File: config.mk
export PLATFORM = sky130hd
export DESIGN_NAME = flash_guard
export DESIGN_NICKNAME = d
export VERILOG_FILES = /design/src/rtl/fg_pkg.sv /design/src/rtl/fg_ctrl.sv /design/src/rtl/fg_range_bank.sv /design/src/rtl/fg_gate.sv /design/src/rtl/flash_guard.sv
export SDC_FILE = /design/constraint.sdc
export NUM_CORES = 1
export LEC_CHECK = 0
export BUFFER_PORTS_ARGS = -buffer_cell sky130_fd_sc_hd__buf_2
export CAP_MARGIN = 20
export CORE_ASPECT_RATIO = 0.9
export CORE_UTILIZATION = 46
export DETAILED_ROUTE_END_ITERATION = 16
export PLACE_DENSITY_LB_ADDON = 0.12
export SLEW_MARGIN = 20
export SYNTH_ARGS = -nofsm -noshare
export SYNTH_HDL_FRONTEND = slang
export SYNTH_SLANG_ARGS = --single-unit
File: constraint.sdc
create_clock -name clk -period 4.8 [get_ports clk]
set_input_delay 0.72 -clock clk [delete_from_list [all_inputs] [get_ports clk]]
set_output_delay 0.72 -clock clk [all_outputs]
set_load 0.005 [all_outputs]
File: src/rtl/fg_pkg.sv
package fg_pkg;
  typedef enum logic [1:0] {
    CYC_READ  = 2'd0,
    CYC_RSVD  = 2'd1,
    CYC_WRITE = 2'd2,
    CYC_ERASE = 2'd3
  } cyc_e;

  localparam int B_WREN = 0;
  localparam int B_LOCK = 1;
  localparam int B_MMO  = 2;
  localparam int B_CFG  = 3;
  localparam int B_ERR  = 4;
  localparam int CTRL_BITS = 5;

  localparam int REG_AW   = 4;
  localparam int REG_DW   = 32;
  localparam int RNG_BASE = 8;
  localparam int PAGE_SH  = 12;
  localparam int RP_BIT   = 30;
  localparam int WP_BIT   = 31;
endpackage

File: src/rtl/fg_ctrl.sv
module fg_ctrl
  import fg_pkg::*;
(
  input  logic                 clk,
  input  logic                 rst,
  input  logic                 ctrl_wr,
  input  logic [CTRL_BITS-1:0] wbits,
  input  logic                 refuse,
  output logic                 wren,
  output logic                 lock_en,
  output logic                 mm_only,
  output logic                 cfg_lock,
  output logic                 acc_err,
  output logic                 irq
);
  logic wren_n, lock_n;

  always_comb begin
    wren_n = ctrl_wr ? wbits[B_WREN] : wren;
    lock_n = lock_en | (ctrl_wr & wbits[B_LOCK]);
  end

  always_ff @(posedge clk) begin
    if (rst) begin
      wren     <= 1'b0;
      lock_en  <= 1'b0;
      mm_only  <= 1'b0;
      cfg_lock <= 1'b0;
      acc_err  <= 1'b0;
      irq      <= 1'b0;
    end else begin
      wren     <= wren_n;
      lock_en  <= lock_n;
      if (ctrl_wr) mm_only <= wbits[B_MMO];
      cfg_lock <= cfg_lock | (ctrl_wr & wbits[B_CFG]);
      acc_err  <= refuse | (acc_err & ~(ctrl_wr & wbits[B_ERR]));
      irq      <= wren_n & ~wren & lock_n;
    end
  end
endmodule

File: src/rtl/fg_range_bank.sv
module fg_range_bank
  import fg_pkg::*;
#(
  parameter int NR   = 4,
  parameter int PG_W = 12
) (
  input  logic               clk,
  input  logic               rst,
  input  logic [NR-1:0]      wr_sel,
  input  logic [REG_DW-1:0]  wdata,
  input  logic               cfg_lock,
  input  logic [PG_W-1:0]    pg_lo,
  input  logic [PG_W:0]      pg_hi,
  output logic               wp_hit,
  output logic               rp_hit,
  output logic [NR*REG_DW-1:0] ranges_flat
);
  logic [NR-1:0] wp_v, rp_v;

  for (genvar i = 0; i < NR; i++) begin : g_rng
    logic [REG_DW-1:0] word;
    logic [PG_W-1:0]   base, limit;
    logic              overlap;

    always_ff @(posedge clk) begin
      if (rst) word <= '0;
      else if (wr_sel[i] && !cfg_lock) word <= wdata;
    end

    assign base    = word[PG_W-1:0];
    assign limit   = word[2*PG_W-1:PG_W];
    assign overlap = (pg_lo <= limit) && (pg_hi >= {1'b0, base});
    assign wp_v[i] = word[WP_BIT] & overlap;
    assign rp_v[i] = word[RP_BIT] & overlap;
    assign ranges_flat[i*REG_DW +: REG_DW] = word;
  end

  assign wp_hit = |wp_v;
  assign rp_hit = |rp_v;
endmodule

File: src/rtl/fg_gate.sv
module fg_gate
  import fg_pkg::*;
#(
  parameter int ADDR_W = 24,
  parameter int CNT_W  = 6,
  parameter int FW_LO  = 'h800,
  parameter int FW_HI  = 'hFFF,
  localparam int PG_W  = ADDR_W - PAGE_SH
) (
  input  logic              clk,
  input  logic              rst,
  input  logic              cmd_go,
  input  logic [1:0]        cmd_type,
  input  logic [ADDR_W-1:0] cmd_addr,
  input  logic [CNT_W-1:0]  cmd_cnt,
  input  logic              wren,
  input  logic              mm_only,
  input  logic              all_in_mm,
  input  logic              wp_hit,
  input  logic              rp_hit,
  output logic [PG_W-1:0]   pg_lo,
  output logic [PG_W:0]     pg_hi,
  output logic              refuse,
  output logic              seq_go,
  output logic [1:0]        seq_type,
  output logic [ADDR_W-1:0] seq_addr,
  output logic [CNT_W-1:0]  seq_cnt,
  output logic              blocked
);
  logic [ADDR_W:0] end_addr;
  logic is_rd, is_wr, fw_hit, ok;

  always_comb begin
    end_addr = {1'b0, cmd_addr} + (ADDR_W+1)'(cmd_cnt);
    pg_lo    = cmd_addr[ADDR_W-1:PAGE_SH];
    pg_hi    = (cmd_type == CYC_ERASE) ? {1'b0, pg_lo} : end_addr[ADDR_W:PAGE_SH];
    is_rd    = (cmd_type == CYC_READ);
    is_wr    = (cmd_type == CYC_WRITE) || (cmd_type == CYC_ERASE);
    fw_hit   = (pg_lo <= PG_W'(FW_HI)) && (pg_hi >= (PG_W+1)'(FW_LO));
    if (is_rd) ok = !rp_hit;
    else       ok = is_wr && wren && !wp_hit && !(mm_only && fw_hit && !all_in_mm);
    refuse   = cmd_go && !ok;
  end

  always_ff @(posedge clk) begin
    if (rst) begin
      seq_go   <= 1'b0;
      blocked  <= 1'b0;
      seq_type <= '0;
      seq_addr <= '0;
      seq_cnt  <= '0;
    end else begin
      seq_go  <= cmd_go && ok;
      blocked <= refuse;
      if (cmd_go && ok) begin
        seq_type <= cmd_type;
        seq_addr <= cmd_addr;
        seq_cnt  <= cmd_cnt;
      end
    end
  end
endmodule

File: src/rtl/flash_guard.sv
module flash_guard
  import fg_pkg::*;
#(
  parameter int ADDR_W     = 24,
  parameter int CNT_W      = 6,
  parameter int NUM_RANGES = 4,
  parameter int FW_LO      = 'h800,
  parameter int FW_HI      = 'hFFF
) (
  input  logic              clk,
  input  logic              rst,
  input  logic              reg_we,
  input  logic [3:0]        reg_addr,
  input  logic [31:0]       reg_wdata,
  output logic [31:0]       reg_rdata,
  input  logic              cmd_go,
  input  logic [1:0]        cmd_type,
  input  logic [ADDR_W-1:0] cmd_addr,
  input  logic [CNT_W-1:0]  cmd_cnt,
  input  logic              all_in_mm,
  output logic              seq_go,
  output logic [1:0]        seq_type,
  output logic [ADDR_W-1:0] seq_addr,
  output logic [CNT_W-1:0]  seq_cnt,
  output logic              blocked,
  output logic              access_err,
  output logic              mgmt_irq
);
  localparam int PG_W = ADDR_W - PAGE_SH;

  logic wren, lock_en, mm_only, cfg_lock, refuse, wp_hit, rp_hit;
  logic [PG_W-1:0] pg_lo;
  logic [PG_W:0]   pg_hi;
  logic [NUM_RANGES-1:0] wr_sel;
  logic [NUM_RANGES*REG_DW-1:0] ranges_flat;
  logic [REG_DW-1:0] rdata_n;

  for (genvar i = 0; i < NUM_RANGES; i++) begin : g_sel
    assign wr_sel[i] = reg_we && (reg_addr == REG_AW'(RNG_BASE + i));
  end

  fg_ctrl u_ctrl (
    .clk(clk), .rst(rst),
    .ctrl_wr(reg_we && (reg_addr == '0)),
    .wbits(reg_wdata[CTRL_BITS-1:0]),
    .refuse(refuse),
    .wren(wren), .lock_en(lock_en), .mm_only(mm_only),
    .cfg_lock(cfg_lock), .acc_err(access_err), .irq(mgmt_irq)
  );

  fg_range_bank #(.NR(NUM_RANGES), .PG_W(PG_W)) u_bank (
    .clk(clk), .rst(rst), .wr_sel(wr_sel), .wdata(reg_wdata),
    .cfg_lock(cfg_lock), .pg_lo(pg_lo), .pg_hi(pg_hi),
    .wp_hit(wp_hit), .rp_hit(rp_hit), .ranges_flat(ranges_flat)
  );

  fg_gate #(.ADDR_W(ADDR_W), .CNT_W(CNT_W), .FW_LO(FW_LO), .FW_HI(FW_HI)) u_gate (
    .clk(clk), .rst(rst), .cmd_go(cmd_go), .cmd_type(cmd_type),
    .cmd_addr(cmd_addr), .cmd_cnt(cmd_cnt), .wren(wren), .mm_only(mm_only),
    .all_in_mm(all_in_mm), .wp_hit(wp_hit), .rp_hit(rp_hit),
    .pg_lo(pg_lo), .pg_hi(pg_hi), .refuse(refuse), .seq_go(seq_go),
    .seq_type(seq_type), .seq_addr(seq_addr), .seq_cnt(seq_cnt),
    .blocked(blocked)
  );

  always_comb begin
    rdata_n = '0;
    if (reg_addr == '0)
      rdata_n = {27'b0, access_err, cfg_lock, mm_only, lock_en, wren};
    for (int i = 0; i < NUM_RANGES; i++)
      if (reg_addr == REG_AW'(RNG_BASE + i)) rdata_n = ranges_flat[i*REG_DW +: REG_DW];
  end

  always_ff @(posedge clk) begin
    if (rst) reg_rdata <= '0;
    else     reg_rdata <= rdata_n;
  end
endmodule

* Word-level counts from Yosys, hierarchy flattened
Cells that the tools add are included.
** Word-level totals
- Word-level logic and storage cells :: 92
- Latch bits :: 0
- Flip-flop bits (word level) :: 200
- Input bits :: 73
- RAM bits :: 0
- Bits in read-only memories :: 0
- Memories kept :: 0
** Operators by class
- Multipliers :: 0
- Bitwise operators :: 19
- Multiplexer cells :: 8
- Add/subtract/negate cells :: 1
- Shift-type cells :: 0
- $lt $le $gt $ge :: 10
- Reductions and logical operators :: 32
- Divide/modulo/power cells :: 0
- Eq/ne operators :: 6
** Operators by type and width (count)
- $mux W32 :: 4
- $ge A13 B12 Y1 :: 4
- $le A12 B12 Y1 :: 4
- $add A24 B6 Y25 :: 1
- $logic_and A1 B1 Y1 :: 21
- $eq A4 B4 Y1 const B :: 4
- $and A1 B1 Y1 :: 14
- $ge A13 B12 Y1 const B :: 1
- $mux W13 :: 1
- $le A12 B12 Y1 const B :: 1
- $reduce_or A4 Y1 :: 2
- $logic_not A1 Y1 :: 6
- $mux W5 :: 1
- $eq A2 B2 Y1 const B :: 2
- $logic_not A4 Y1 :: 1
- $or A1 B1 Y1 :: 3
- $logic_not A2 Y1 :: 1
- $mux W1 :: 2
- $not A1 Y1 :: 2
- $logic_or A1 B1 Y1 :: 1

* Logic depth before layout (Yosys ltp)
- Depth after elaboration :: 13
- Gate-level depth with buffers :: 19
- Gate-level depth less buffers :: 17

* By module
From an unflattened synthesis, not the netlist that was laid out.
** Unflattened totals
- Cells, all modules :: 1386
- Area total of the unflattened synthesis :: 10944.2 µm²
** Modules (own cells, without submodules)
- fg_range_bank :: instances 1, seq. area each 2562.5 µm², cells an instance 901, area each 6866.6 µm²
- fg_gate :: instances 1, seq. area each 680.7 µm², cells an instance 202, area each 1948.1 µm²
- flash_guard :: instances 1, seq. area each 640.6 µm², cells an instance 263, area each 1923.1 µm²
- fg_ctrl :: instances 1, seq. area each 120.1 µm², cells an instance 20, area each 206.4 µm²

* Least setup slack after synthesis
No wires, ideal clock.
- Kind :: input-to-reg
- From :: in cmd_addr[2]
- To :: reg u_gate.seq_addr[0]
- Path slack :: 30 ps
- Cell stages on the path :: 19
- Data required time :: 4728 ps
- Arrival time :: 4699 ps
- Cells stage by stage :: ha_1 > nand4_1 > a21o_1 > a21oi_1 > and2_0 > and3_1 > nand2_1 > xnor2_1 > ha_1 > or3_1 > a311oi_1 > o31ai_1 > a211oi_1 > o211ai_1 > nor4_2 > o21a_1 > buf_6 > buf_6 > mux2i_1
** On the way
- Word-level cells in the longest chain between the ends :: 11
** RTL lines
- start, declared :: line flash_guard.sv:18 : input logic [ADDR_W-1:0] cmd_addr,
- $add A24 B6 Y25 (*) :: line fg_gate.sv:34 : end_addr = {1'b0, cmd_addr} + (ADDR_W+1)'(cmd_cnt);
- $mux W13 (*) :: line fg_gate.sv:36 : pg_hi = (cmd_type == CYC_ERASE) ? {1'b0, pg_lo} : end_addr[ADDR_W:PAGE_SH];
- $ge A13 B12 Y1 :: line fg_range_bank.sv:32 : assign overlap = (pg_lo <= limit) && (pg_hi >= {1'b0, base});
- $logic_and A1 B1 Y1 :: line fg_range_bank.sv:32
- $and A1 B1 Y1 :: line fg_range_bank.sv:33 : assign wp_v[i] = word[WP_BIT] & overlap;
- $reduce_or A4 Y1 :: line fg_range_bank.sv:38 : assign wp_hit = |wp_v;
- $logic_not A1 Y1 :: line fg_gate.sv:41 : else ok = is_wr && wren && !wp_hit && !(mm_only && fw_hit && !all_in_mm);
- $logic_and A1 B1 Y1 (2 in a row) :: line fg_gate.sv:41
- $mux W1 (*) :: line fg_gate.sv:40 : if (is_rd) ok = !rp_hit;
- $logic_and A1 B1 Y1 (*) :: line fg_gate.sv:55 : if (cmd_go && ok) begin
- end signal, assigned :: line fg_gate.sv:57 : seq_addr <= cmd_addr;
- end, declared :: line fg_gate.sv:26 : output logic [ADDR_W-1:0] seq_addr,
Mark *: on every way between the ends. The rest lies on a longest branch, timed or not.
A chain may end at the register's enable or synchronous reset.

* Worst setup path after layout
- From :: in cmd_cnt[4]
- To :: reg u_gate.seq_addr[22]
** On the way
- Word-level cells in the longest chain between the ends :: 11
** RTL lines
- start, declared :: line flash_guard.sv:19 : input logic [CNT_W-1:0] cmd_cnt,
- $add A24 B6 Y25 (*) :: line fg_gate.sv:34
- $mux W13 (*) :: line fg_gate.sv:36
- $ge A13 B12 Y1 :: line fg_range_bank.sv:32
- $logic_and A1 B1 Y1 :: line fg_range_bank.sv:32
- $and A1 B1 Y1 :: line fg_range_bank.sv:33
- $reduce_or A4 Y1 :: line fg_range_bank.sv:38
- $logic_not A1 Y1 :: line fg_gate.sv:41
- $logic_and A1 B1 Y1 (2 in a row) :: line fg_gate.sv:41
- $mux W1 (*) :: line fg_gate.sv:40
- $logic_and A1 B1 Y1 (*) :: line fg_gate.sv:55
Marks and branches as above.

==> flow_metrics.tcl <==
set metrics [dict create \
    grt.overflow.total 0 \
    synth_edf_count 0 \
    end_kind "flip-flop" \
    cts_hold_buf 0 \
    rr_worst_depth 12 \
    synth_seq_cells 200 \
    cts_buffers 17 \
    die_area_um2 23200 \
    grt.total_usage_pct 27.2 \
    wl_per_cell_um 17.8 \
    ys_warn_count 0 \
    hold_viol 0 \
    syn_inst 1289 \
    clock.fmax_mhz 220 \
    fin_crit_ns 4.54 \
    hp-start "u_bank.g_rng[3].word[26]$_SDFFE_PP0P_" \
    min_path_type "reg -> reg" \
    path_max_fanout 31 \
    r2r_setup_slack_ns 1.69 \
    hold_depth 2 \
    finalMaxSlewViolations 0 \
    htree_levels 4 \
    hold_ws_ns 0.456 \
    start_kind "primary input" \
    cp_data_arrival_time_ns 4.91 \
    ios 141 \
    min_period_over_period_pct 94.6 \
    numPortBuffers 140 \
    power_density_nw_per_um2 294 \
    synth_flop_cell "dfxtp_1" \
    drc 0 \
    required_ns 5.17 \
    nets 1600 \
    slew_headroom_pct 41.3 \
    cts_tree "yes" \
    antenna_found_initial 1 \
    core_um2 21900 \
    vias 9374 \
    syn_area_um2 10400 \
    dr.pass1.iters 5 \
    cts_resized 0 \
    grt_first_pass_wirelength_um 49000 \
    r2r_end "u_gate.seq_addr[22]$_SDFFE_PP0P_" \
    dp_hpwl_um 20700 \
    power.total_w 0.00359 \
    status "finished clean" \
    finalClockSkew_ns 0.0144 \
    area.growth.synth_to_final_pct 17.6 \
    clock_latency_ns 0.45 \
    finalSetupViolCount 0 \
    syn_avg_cell_area_um2 8.06 \
    clock_path_buffers 2 \
    cts_setup_buffers 0 \
    grt_pass1_vias 8834 \
    routed_wl_um 30800 \
    rsz0062_at_grt "no" \
    async_flop_share_pct 0 \
    rows 51 \
    gp_congestion 0.871 \
    drtIter0Drc 775 \
    cap_violations 0 \
    ir_drop_v 0.000228 \
    leakage_nw 4.58 \
    critical_path_class "in -> reg" \
    dieWidth_um 160 \
    hold_path_end "u_bank.g_rng[3].word[26]$_SDFFE_PP0P_" \
    grt_max_degree 117 \
    clkTransAtPathRegs_ns 0.08 \
    r2r_start "u_bank.g_rng[1].word[10]$_SDFFE_PP0P_" \
    syn-num-nets 1463 \
    tightest_slew_ns 0.877 \
    initial_core_util_pct 47.5 \
    ant_nets 0 \
    fp.dieH_um 145 \
    cts-root-buf "clkbuf_16" \
    synth-seq-area-share_pct 38.5 \
    clock_sinks 200 \
    synthDistinctLibCells 52 \
    vias_per_cell 5.42 \
    drive_gt1_share_pct 16.5 \
]
[cell families after synthesis]
kind of cell	synth area share [%]
compound gates	18.9
xor+xnor	1.01
fa+ha+maj	12.2
buf+inv	6.32
flops	38.5
mux	3.28
simple gates	19.8
[sequential cells by signal, summed over array words and instances (netlist names)]
name / count
u_bank.g_rng.word: 128
u_ctrl.wren: 1
u_gate.seq_addr: 24
reg_rdata: 32
u_gate.seq_type: 2
u_ctrl.acc_err: 1
u_gate.blocked: 1
u_gate.seq_go: 1
u_ctrl.mm_only: 1
u_ctrl.lock_en: 1
u_ctrl.irq: 1
u_ctrl.cfg_lock: 1
u_gate.seq_cnt: 6
[layout make-up]
cell class / count / area [um^2]
clock inverter: 14 / 175
tap: 291 / 364
multi-input combinational: 922 / 5780
inverter: 99 / 372
sequential: 200 / 4000
fill: 2083 / 9670
clock buffer: 18 / 439
timing repair buffer: 186 / 1080
antenna: 1 / 2.50
[per-stage QoR]
stage | utilization [%] | TNS, ns | instances | setup slack (ns) | instance area (um^2)
floorplan | - | 0 | 1289 | 0.0295 | 10400
global placement | 52.9 | -2.71 | 1698 | -0.0892 | 11600
detailed placement | 52.9 | -5.70 | 1698 | -0.221 | 11600
CTS | 55.7 | 0 | 1730 | 0.198 | 12200
global route | 55.8 | 0 | 1730 | 0.0521 | 12200
finish | 55.8 | 0 | 1731 | 0.260 | 12200
[cell usage after synthesis, drive strengths merged, types with 14 or more instances]
master	instances	area, um^2
inv	99	372
nor3	14	70.1
nand2	275	1030
mux2i	34	340
clkbuf	62	233
dfxtp	200	4000
ha	101	1260
a21oi	184	921
o21ai	23	115
nand2b	68	425
a22oi	58	435
nand4	17	113
nor2	33	124
[worst max-delay path: stages]
cell	delay (ns)
buf_2	0.11
ha_1	0.30
nand3_1	0.09
a21o_1	0.19
a21oi_1	0.24
and2_1	0.25
and3_1	0.26
nand2_1	0.09
xnor2_1	0.17
ha_1	0.21
or3_1	0.38
a311oi_1	0.34
o31ai_1	0.15
a211oi_2	0.32
o32ai_2	0.14
nor3_1	0.24
o21a_2	0.19
buf_12	0.24
mux2i_1	0.25
[power by group]
| group | switching (W) | internal (W) | total (W) |
|---|---|---|---|
| Sequential | 0.0000168 | 0.00168 | 0.00170 |
| Clock | 0.000736 | 0.000765 | 0.00150 |
| Combinational | 0.000231 | 0.000153 | 0.000384 |
[routing by layer]
layer | track usage (%) | part of all wire, % | wire length [um] | up-vias
met4 | 8.42 | 1.9 | 599 | 0
met1 | 37.2 | 47 | 14500 | 4345
met2 | 43.5 | 45 | 13700 | 294
li1 | - | - | - | 4694
met3 | 5.13 | 6.2 | 1900 | 41
met5 | 0 | 0 | 0 | -
[cells in the final DEF, fill, tap and decap left out, types with 8 or more instances in the layout]
cell / instances
nand2_1: 272
dfxtp_1: 200
a21oi_1: 184
buf_2: 139
ha_1: 101
inv_1: 99
nand2b_1: 68
a22oi_1: 58
buf_4: 44
mux2i_1: 34
nor2_1: 30
o21ai_0: 23
clkbuf_16: 17
nand4_1: 16
nand3_1: 12
nor3_1: 12
xnor2_1: 8
a211oi_1: 8
nor3b_1: 8
[how the worst max path moves through the flow]
stage	from	to	slack (ns)	depth (start not counted)
after floorplan	cmd_addr[2]	u_gate.seq_addr[0]$_SDFFE_PP0P_	0.03	19
after global placement	cmd_addr[2]	u_gate.seq_addr[14]$_SDFFE_PP0P_	-0.09	19
after detailed placement	cmd_cnt[4]	u_gate.seq_addr[1]$_SDFFE_PP0P_	-0.22	19
after CTS	cmd_cnt[4]	u_gate.seq_addr[22]$_SDFFE_PP0P_	0.20	19
after global routing	cmd_addr[4]	u_gate.seq_addr[22]$_SDFFE_PP0P_	0.05	19
final	cmd_cnt[4]	u_gate.seq_addr[22]$_SDFFE_PP0P_	0.26	19
Power figures use the tool's default switching activity.
